### src/rtl/tick_timer_pkg.sv
package tick_timer_pkg;

  localparam int WORD_W = 32;

  localparam logic [7:0] OFS_CTRL   = 8'h10;
  localparam logic [7:0] OFS_RELOAD = 8'h14;
  localparam logic [7:0] OFS_CUR    = 8'h18;
  localparam logic [7:0] OFS_CAL    = 8'h1C;

  localparam int BIT_EN   = 0;
  localparam int BIT_IE   = 1;
  localparam int BIT_SRC  = 2;
  localparam int BIT_FLAG = 16;

  typedef struct packed {
    logic src_core;
    logic irq_en;
    logic run;
  } ctrl_bits_t;

  function automatic logic [WORD_W-1:0] pack_ctrl(input ctrl_bits_t c, input logic flag);
    logic [WORD_W-1:0] w;
    w = '0;
    w[BIT_EN]   = c.run;
    w[BIT_IE]   = c.irq_en;
    w[BIT_SRC]  = c.src_core;
    w[BIT_FLAG] = flag;
    return w;
  endfunction

endpackage

### src/rtl/tt_tick_sel.sv
module tt_tick_sel (
  input  logic run,
  input  logic src_core,
  input  logic ref_tick,
  input  logic hold,
  output logic step
);
  logic src_pulse;

  assign src_pulse = src_core | ref_tick;
  assign step      = run & src_pulse & ~hold;
endmodule

### src/rtl/tt_counter.sv
module tt_counter #(
  parameter int CNT_W = 24
) (
  input  logic             clk,
  input  logic             rst_n,
  input  logic [CNT_W-1:0] reload_val,
  input  logic             load_req,
  input  logic             step,
  output logic [CNT_W-1:0] cnt,
  output logic             loaded,
  output logic             expire
);
  localparam logic [CNT_W-1:0] ONE = CNT_W'(1);

  function automatic logic [CNT_W-1:0] next_count(input logic [CNT_W-1:0] cur,
                                                   input logic [CNT_W-1:0] rl);
    return (cur == '0) ? rl : cur - ONE;
  endfunction

  assign expire = step & ~load_req & (cnt == '0);

  always_ff @(posedge clk or negedge rst_n) begin
    if (!rst_n) begin
      cnt    <= '0;
      loaded <= 1'b0;
    end else if (load_req) begin
      cnt    <= reload_val;
      loaded <= 1'b1;
    end else if (step) begin
      cnt <= next_count(cnt, reload_val);
    end
  end

  assert_load_R9: assert property (@(posedge clk) disable iff (!rst_n)
    load_req |=> cnt == $past(reload_val));

  assert_step_down_R3: assert property (@(posedge clk) disable iff (!rst_n)
    (step && !load_req && cnt != '0) |=> cnt == $past(cnt) - ONE);

  assert_wrap_R3: assert property (@(posedge clk) disable iff (!rst_n)
    expire |=> cnt == $past(reload_val));
endmodule

### src/rtl/tt_ctrl.sv
module tt_ctrl
  import tick_timer_pkg::*;
(
  input  logic       clk,
  input  logic       rst_n,
  input  logic       wr_ctrl,
  input  ctrl_bits_t wr_bits,
  input  logic       rd_ctrl,
  input  logic       wr_cur,
  input  logic       expire,
  input  logic       reload_zero,
  output ctrl_bits_t ctrl,
  output logic       flag,
  output logic       irq_pulse,
  output logic       en_rise,
  output logic       src_restart
);
  assign en_rise     = wr_ctrl & wr_bits.run & ~ctrl.run;
  assign src_restart = wr_ctrl & (wr_bits.run == ctrl.run) & (wr_bits.src_core != ctrl.src_core);

  always_ff @(posedge clk or negedge rst_n) begin
    if (!rst_n) begin
      ctrl      <= '0;
      flag      <= 1'b0;
      irq_pulse <= 1'b0;
    end else begin
      if (wr_ctrl)                    ctrl     <= wr_bits;
      else if (expire && reload_zero) ctrl.run <= 1'b0;

      if (expire)                flag <= 1'b1;
      else if (rd_ctrl || wr_cur) flag <= 1'b0;

      irq_pulse <= expire & ctrl.irq_en;
    end
  end

  assert_oneshot_off_R6: assert property (@(posedge clk) disable iff (!rst_n)
    (expire && reload_zero) |=> !ctrl.run);

  assert_flag_clear_R5: assert property (@(posedge clk) disable iff (!rst_n)
    ((rd_ctrl || wr_cur) && !expire) |=> !flag);

  assert_flag_set_R4: assert property (@(posedge clk) disable iff (!rst_n)
    expire |=> flag);
endmodule

### src/rtl/tick_timer.sv
module tick_timer
  import tick_timer_pkg::*;
#(
  parameter int          CNT_W     = 24,
  parameter int          ADDR_W    = 8,
  parameter logic [31:0] CAL_VALUE = 32'd10000
) (
  input  logic              clk,
  input  logic              rst_n,
  input  logic              ref_tick,
  input  logic              bus_sel,
  input  logic              bus_wr,
  input  logic [ADDR_W-1:0] bus_addr,
  input  logic [31:0]       bus_wdata,
  output logic [31:0]       bus_rdata,
  output logic              irq_pulse
);
  localparam int PAD_W = WORD_W - CNT_W;

  logic hit_ctrl, hit_reload, hit_cur, hit_cal;
  logic wr_ctrl, wr_reload, wr_cur, rd_ctrl;
  logic step, expire, load_req, loaded, flag, en_rise, src_restart;
  logic [CNT_W-1:0] reload_q, cnt;
  ctrl_bits_t ctrl, wr_bits;
  logic unused_wdata;

  assign hit_ctrl   = bus_addr == ADDR_W'(OFS_CTRL);
  assign hit_reload = bus_addr == ADDR_W'(OFS_RELOAD);
  assign hit_cur    = bus_addr == ADDR_W'(OFS_CUR);
  assign hit_cal    = bus_addr == ADDR_W'(OFS_CAL);

  assign wr_ctrl   = bus_sel & bus_wr & hit_ctrl;
  assign wr_reload = bus_sel & bus_wr & hit_reload;
  assign wr_cur    = bus_sel & bus_wr & hit_cur;
  assign rd_ctrl   = bus_sel & ~bus_wr & hit_ctrl;

  assign wr_bits      = ctrl_bits_t'(bus_wdata[2:0]);
  assign unused_wdata = ^bus_wdata[WORD_W-1:CNT_W];

  always_ff @(posedge clk or negedge rst_n) begin
    if (!rst_n)         reload_q <= '0;
    else if (wr_reload) reload_q <= bus_wdata[CNT_W-1:0];
  end

  assign load_req = wr_cur | src_restart | (en_rise & ~loaded);

  tt_tick_sel u_sel (
    .run      (ctrl.run),
    .src_core (ctrl.src_core),
    .ref_tick (ref_tick),
    .hold     (wr_ctrl | wr_cur),
    .step     (step)
  );

  tt_counter #(.CNT_W(CNT_W)) u_cnt (
    .clk        (clk),
    .rst_n      (rst_n),
    .reload_val (reload_q),
    .load_req   (load_req),
    .step       (step),
    .cnt        (cnt),
    .loaded     (loaded),
    .expire     (expire)
  );

  tt_ctrl u_ctrl (
    .clk         (clk),
    .rst_n       (rst_n),
    .wr_ctrl     (wr_ctrl),
    .wr_bits     (wr_bits),
    .rd_ctrl     (rd_ctrl),
    .wr_cur      (wr_cur),
    .expire      (expire),
    .reload_zero (reload_q == '0),
    .ctrl        (ctrl),
    .flag        (flag),
    .irq_pulse   (irq_pulse),
    .en_rise     (en_rise),
    .src_restart (src_restart)
  );

  always_comb begin
    bus_rdata = '0;
    if (bus_sel && !bus_wr) begin
      if (hit_ctrl)        bus_rdata = pack_ctrl(ctrl, flag);
      else if (hit_reload) bus_rdata = {{PAD_W{1'b0}}, reload_q};
      else if (hit_cur)    bus_rdata = ctrl.run ? {{PAD_W{1'b0}}, cnt} : '0;
      else if (hit_cal)    bus_rdata = CAL_VALUE;
    end
  end

  assert_hold_on_write_R11: assert property (@(posedge clk) disable iff (!rst_n)
    (wr_ctrl || wr_cur) |-> !step);

  assert_irq_single_R4: assert property (@(posedge clk) disable iff (!rst_n)
    irq_pulse |=> !irq_pulse);

  assert_irq_with_flag_R4: assert property (@(posedge clk) disable iff (!rst_n)
    irq_pulse |-> flag);
endmodule

### config.mk
export PLATFORM = sky130hd
export DESIGN_NAME = tick_timer
export DESIGN_NICKNAME = d
export VERILOG_FILES = /design/src/rtl/tick_timer_pkg.sv /design/src/rtl/tt_tick_sel.sv /design/src/rtl/tt_counter.sv /design/src/rtl/tt_ctrl.sv /design/src/rtl/tick_timer.sv
export SDC_FILE = /design/constraint.sdc
export NUM_CORES = 1
export LEC_CHECK = 0
export BUFFER_PORTS_ARGS = -buffer_cell sky130_fd_sc_hd__clkbuf_2
export CAP_MARGIN = 20
export CORE_MARGIN = 1.5
export CORE_UTILIZATION = 51
export CTS_BUF_LIST = sky130_fd_sc_hd__clkbuf_4 sky130_fd_sc_hd__clkbuf_8 sky130_fd_sc_hd__clkbuf_16
export DETAILED_ROUTE_END_ITERATION = 8
export GPL_ROUTABILITY_DRIVEN = 0
export PLACE_DENSITY = 0.71
export SYNTH_ARGS = -nofsm -noshare
export SYNTH_HDL_FRONTEND = slang
export SYNTH_HIERARCHICAL = 1
export SYNTH_SLANG_ARGS = --single-unit
### constraint.sdc
create_clock -name clk -period 2.7 [get_ports clk]
set_clock_uncertainty 0.1 [all_clocks]
set_input_delay 0.135 -clock clk [delete_from_list [all_inputs] [get_ports clk]]
set_output_delay 0.135 -clock clk [all_outputs]
set_load 0.01 [all_outputs]
==> out/qor_table.md <==
| Stage | Quantity | Value |
| --- | --- | --- |
| timing | Relative max-transition margin | 53.0% |
| critical path | CP Class | primary input to flip-flop |
| logic synthesis | Top cell type by total area after synthesis | sky130_fd_sc_hd__dfrtp_1 |
| critical path | Launching element type of the critical path | primary input |
| timing | Aggregate negative setup slack | 0 ps |
| logic synthesis | Largest cells by area after synthesis | sky130_fd_sc_hd__dfrtp_1 (37%), sky130_fd_sc_hd__mux2_2 (7.9%), sky130_fd_sc_hd__nand3_1 (4.1%), sky130_fd_sc_hd__nand2_1 (3.7%), sky130_fd_sc_hd__a21oi_1 (3.4%) |
| timing | Pins over their slew limit | 0 |
| logic synthesis | Commonest register cell after synthesis | sky130_fd_sc_hd__dfrtp_1 |
| logic synthesis | Synthesis warning total | 6 |
| power | P_leak | 1.96 nW |
| clocking | Clock network latency to the later pin of the worst-skew pair | 310 ps |
| timing | Final hold violations | 0 |
| global routing | Overall overflow remaining after global route | 0 |
| clocking | Num CTS Buffers | 5 |
| critical path | Cell family with most CP delay | simple AND/OR/NAND/NOR gates |
| clocking | Number of buffers on the longest clock path | 2 |
| finish | Multi-input gate area | 0.00215 sq mm |
| routing | DRC violation total after the first TritonRoute iteration | 266 |
| placed design | Detailed placer's ending HPWL | 7940 um |
| timing | Final worst path period share | 92.7% |
| routing | Routed via count divided by cell count | 6.17 |
| floorplanning | I/O pin total | 78 |
| critical path | Data arrival, critical path | 2660 ps |
| clocking | Number of buffers inserted to repair setup after CTS | 0 |
| timing | Worst Max-Slew Pin Slew | 702 ps |
| logic synthesis | Part of the Yosys area used for sequential elements | 36.6% |
| routing | Detailed-route DRC error count | 0 |
| global routing | Wire length of the first global-routing pass | 17,300 um |
| finish | Storage element area | 0.00135 sq mm |
| global routing | Global-route usage over all layers | 28.9% |
| timing | Count of final setup violators | 0 |
| timing | Minimum clock period | 2500 ps |
| critical path | Crit Path Max Fanout | 5 |
| logic synthesis | Post-synthesis instance area | 0.00369 sq mm |
| global routing | Number of global-route vias before repair | 3,507 |
| logic synthesis | Share of flip-flops with an asynchronous set or reset after synthesis | 100% |
| floorplanning | Row count | 30 |
| finish | Ant diodes | 0 |
| finish | Ratio of cells with drive above 1 in the final layout | 31.2% |
| routing | Total routed wirelength | 10,900 um |
| power | Power per standard cell area | 345 mW/mm^2 |
| logic synthesis | Count of flip-flops with a built-in enable after synthesis | 0 |
| run status | Run status | complete, no violations |
| finish | Filler instances | 598 |
| clocking | Count of cells resized by post-cts repair | 0 |
| clocking | Clock-pin slew on the worst setup and hold paths | 110 ps |
| routing | DR vias | 3,701 |
| floorplanning | Die area | 0.00775 sq mm |
| placed design | Buffers added on ports | 61 |
| logic synthesis | Distinct cell type count of the synthesized netlist | 66 |
| clocking | Clk Tree Root Cell | sky130_fd_sc_hd__clkbuf_8 |
| critical path | Worst EP required | 2860 ps |
| clocking | Clock tree from TritonCTS | done |
| critical path | Element type at the critical path end | flip-flop |
| clocking | Number of H-tree levels | 2 |
| routing | First-pass detailed-route iteration total | 5 |
| critical path | CP Cell Sequence | clkbuf_2 > or4b_4 > or3_4 > nor2_4 > nand2_2 > nor2_1 > a21oi_1 > o21ai_1 > nor2_1 > or4_1 > nor3_1 > a211o_1 |
| timing | Setup repair after global routing missed its margin | false |
| worst hold path | HP Class | primary input to async pin |
| run | Number of violations of the max-capacitance limit | 0 |
| global routing | Antenna violations before repair | 0 |
| global routing | Largest net degree at the start of global routing | 26 |
| logic synthesis | Cell count after synthesis | 408 |
| clocking | # clock sinks | 54 |
| clocking | Hold-fix buffer count after cts | 25 |
| floorplanning | Core area | 0.00691 sq mm |
| floorplanning | Horizontal die dimension | 88.0 um |
| critical path | Worst path bufs/invs | 1 |
| critical path | Worst path max stage delay | 540 ps |
| logic synthesis | Top-area cell type share of the netlist area | 36.6% |
| finish | Layout area overhead | 23.2% |
| logic synthesis | Register bit count reported by yosys | 54 |
| routing | DRT antenna net count | 0 |
| critical path | Master of the slowest instance on the critical path | sky130_fd_sc_hd__or4b_4 |
| logic synthesis | Mean Syn Cell Area | 9.04 sq um |
| routing | Average wire per cell in the routed design | 18.1 um |
| timing | Timing-limited maximum frequency | 399 MHz |
| floorplanning | Vertical die dimension | 88.0 um |
| logic synthesis | Top cells by instance count after synthesis | sky130_fd_sc_hd__dfrtp_1 (54), sky130_fd_sc_hd__nand2_1 (36), sky130_fd_sc_hd__nand3_1 (30) |
| logic synthesis | Dominant cell by count in the synthesized netlist | sky130_fd_sc_hd__dfrtp_1 |
| finish | Number of nets in the layout | 550 |
| critical path | Most frequent CP cell | sky130_fd_sc_hd__nor2_1 |
| floorplanning | Initial cell density of the core | 53.4% |
| power | Maximum vdd drop | 201 uV |
| timing | Fin Hold WS | 131 ps |
==> flip-flops by register name (all words and copies together) (netlist names) <==
name and cells:
reload_q 24, u_ctrl/irq_pulse 1, u_cnt/cnt 24, u_cnt/loaded 1, u_ctrl/ctrl 3, u_ctrl/flag 1
==> metal layers <==
layer / track usage, % / wire length, um
met2: 47.5 / 5130
met5: 0 / 0
met1: 36.9 / 4510
met4: 11.9 / 403
met3: 6.50 / 848
==> kinds of logic (layout without fill, tap and decap cells) <==
| kind of cell | count (synthesis) | count (layout) | synth area share, % |
|---|---|---|---|
| fa+ha+maj | 2 | 2 | 0.679 |
| buf+inv | 45 | 134 | 6.62 |
| mux | 35 | 35 | 10.4 |
| compound gates | 80 | 80 | 15.1 |
| simple gates | 189 | 189 | 30.0 |
| flops | 54 | 54 | 36.6 |
| xor+xnor | 2 | 2 | 0.475 |
| other cells | 1 | 8 | 0.102 |
==> path summary, 6_finish.rpt <==
path	depth (start not counted)	to	start	slack [ps]
min in group clk	5	u_ctrl/ctrl[0]	bus_addr[2]	190
worst max-delay path	12	u_cnt/cnt[6]	bus_addr[5]	200
worst max register to register	9	u_cnt/cnt[23]	u_ctrl/ctrl[2]	290
worst min-delay path	2	reload_q[6]	rst_n	130
max in group asynchronous	3	u_cnt/cnt[17]	rst_n	1730
worst min register to register	1	u_cnt/loaded	u_cnt/loaded	390
==> report_power, final <==
group          internal, mW  switching, mW  leakage, nW
logic                0.0903          0.106         1.19
clock network         0.236          0.279       0.0544
registers             0.827         0.0277        0.712
total                  1.15          0.413         1.96
==> through the flow <==
stage	power (mW)	cell area, sq um	util, %	instances	worst slack (ps)
after floorplan	0.958	3770	-	415	-50.7
after global placement	1.03	4190	60.6	567	0.371
after detailed placement	1.04	4190	60.6	567	-106
after CTS	1.58	4540	65.8	600	222
after global routing	1.63	4540	65.8	600	132
final	1.57	4540	65.8	600	196
==> final cells by class <==
class / count / share of cell area, %
Clock buffer: 7 / 2.12
Multi-Input combinational cell: 316 / 47.4
Timing Repair Buffer: 115 / 17.0
Tap cell: 96 / 2.64
Clock inverter: 1 / 0.193
Inverter: 11 / 0.909
Sequential cell: 54 / 29.8
==> cells in the final DEF (no fill, tap or decap), types with 3 or more instances in the layout <==
| cell type | synthesis | final |
|---|---|---|
| sky130_fd_sc_hd__mux2_2 | 26 | 26 |
| sky130_fd_sc_hd__nor3_1 | 18 | 18 |
| sky130_fd_sc_hd__nand4_1 | 4 | 4 |
| sky130_fd_sc_hd__mux2i_1 | 8 | 8 |
| sky130_fd_sc_hd__and3_1 | 6 | 6 |
| sky130_fd_sc_hd__or4_1 | 12 | 12 |
| sky130_fd_sc_hd__nor4_1 | 16 | 16 |
| sky130_fd_sc_hd__nand2_1 | 36 | 35 |
| sky130_fd_sc_hd__or4_2 | 7 | 7 |
| sky130_fd_sc_hd__a21oi_1 | 25 | 25 |
| sky130_fd_sc_hd__clkbuf_2 | 0 | 61 |
| sky130_fd_sc_hd__dfrtp_1 | 54 | 54 |
| sky130_fd_sc_hd__nand3_1 | 30 | 30 |
| sky130_fd_sc_hd__inv_1 | 11 | 11 |
| sky130_fd_sc_hd__nor2b_1 | 4 | 4 |
| sky130_fd_sc_hd__nor2_1 | 22 | 21 |
| sky130_fd_sc_hd__a211o_1 | 3 | 3 |
| sky130_fd_sc_hd__a221o_1 | 5 | 5 |
| sky130_fd_sc_hd__o211ai_1 | 4 | 4 |
| sky130_fd_sc_hd__clkbuf_8 | 0 | 7 |
| sky130_fd_sc_hd__a221oi_1 | 6 | 6 |
| sky130_fd_sc_hd__dlygate4sd3_1 | 0 | 25 |
| sky130_fd_sc_hd__a22oi_1 | 4 | 4 |
| sky130_fd_sc_hd__or2_2 | 6 | 5 |
| sky130_fd_sc_hd__nor4_4 | 3 | 3 |
| sky130_fd_sc_hd__conb_1 | 1 | 8 |
| sky130_fd_sc_hd__buf_4 | 8 | 29 |
| sky130_fd_sc_hd__o21ai_1 | 3 | 4 |
| sky130_fd_sc_hd__nand2b_1 | 7 | 7 |
| sky130_fd_sc_hd__o21ai_0 | 8 | 7 |
Note: power is estimated with default switching activity, not from simulation.
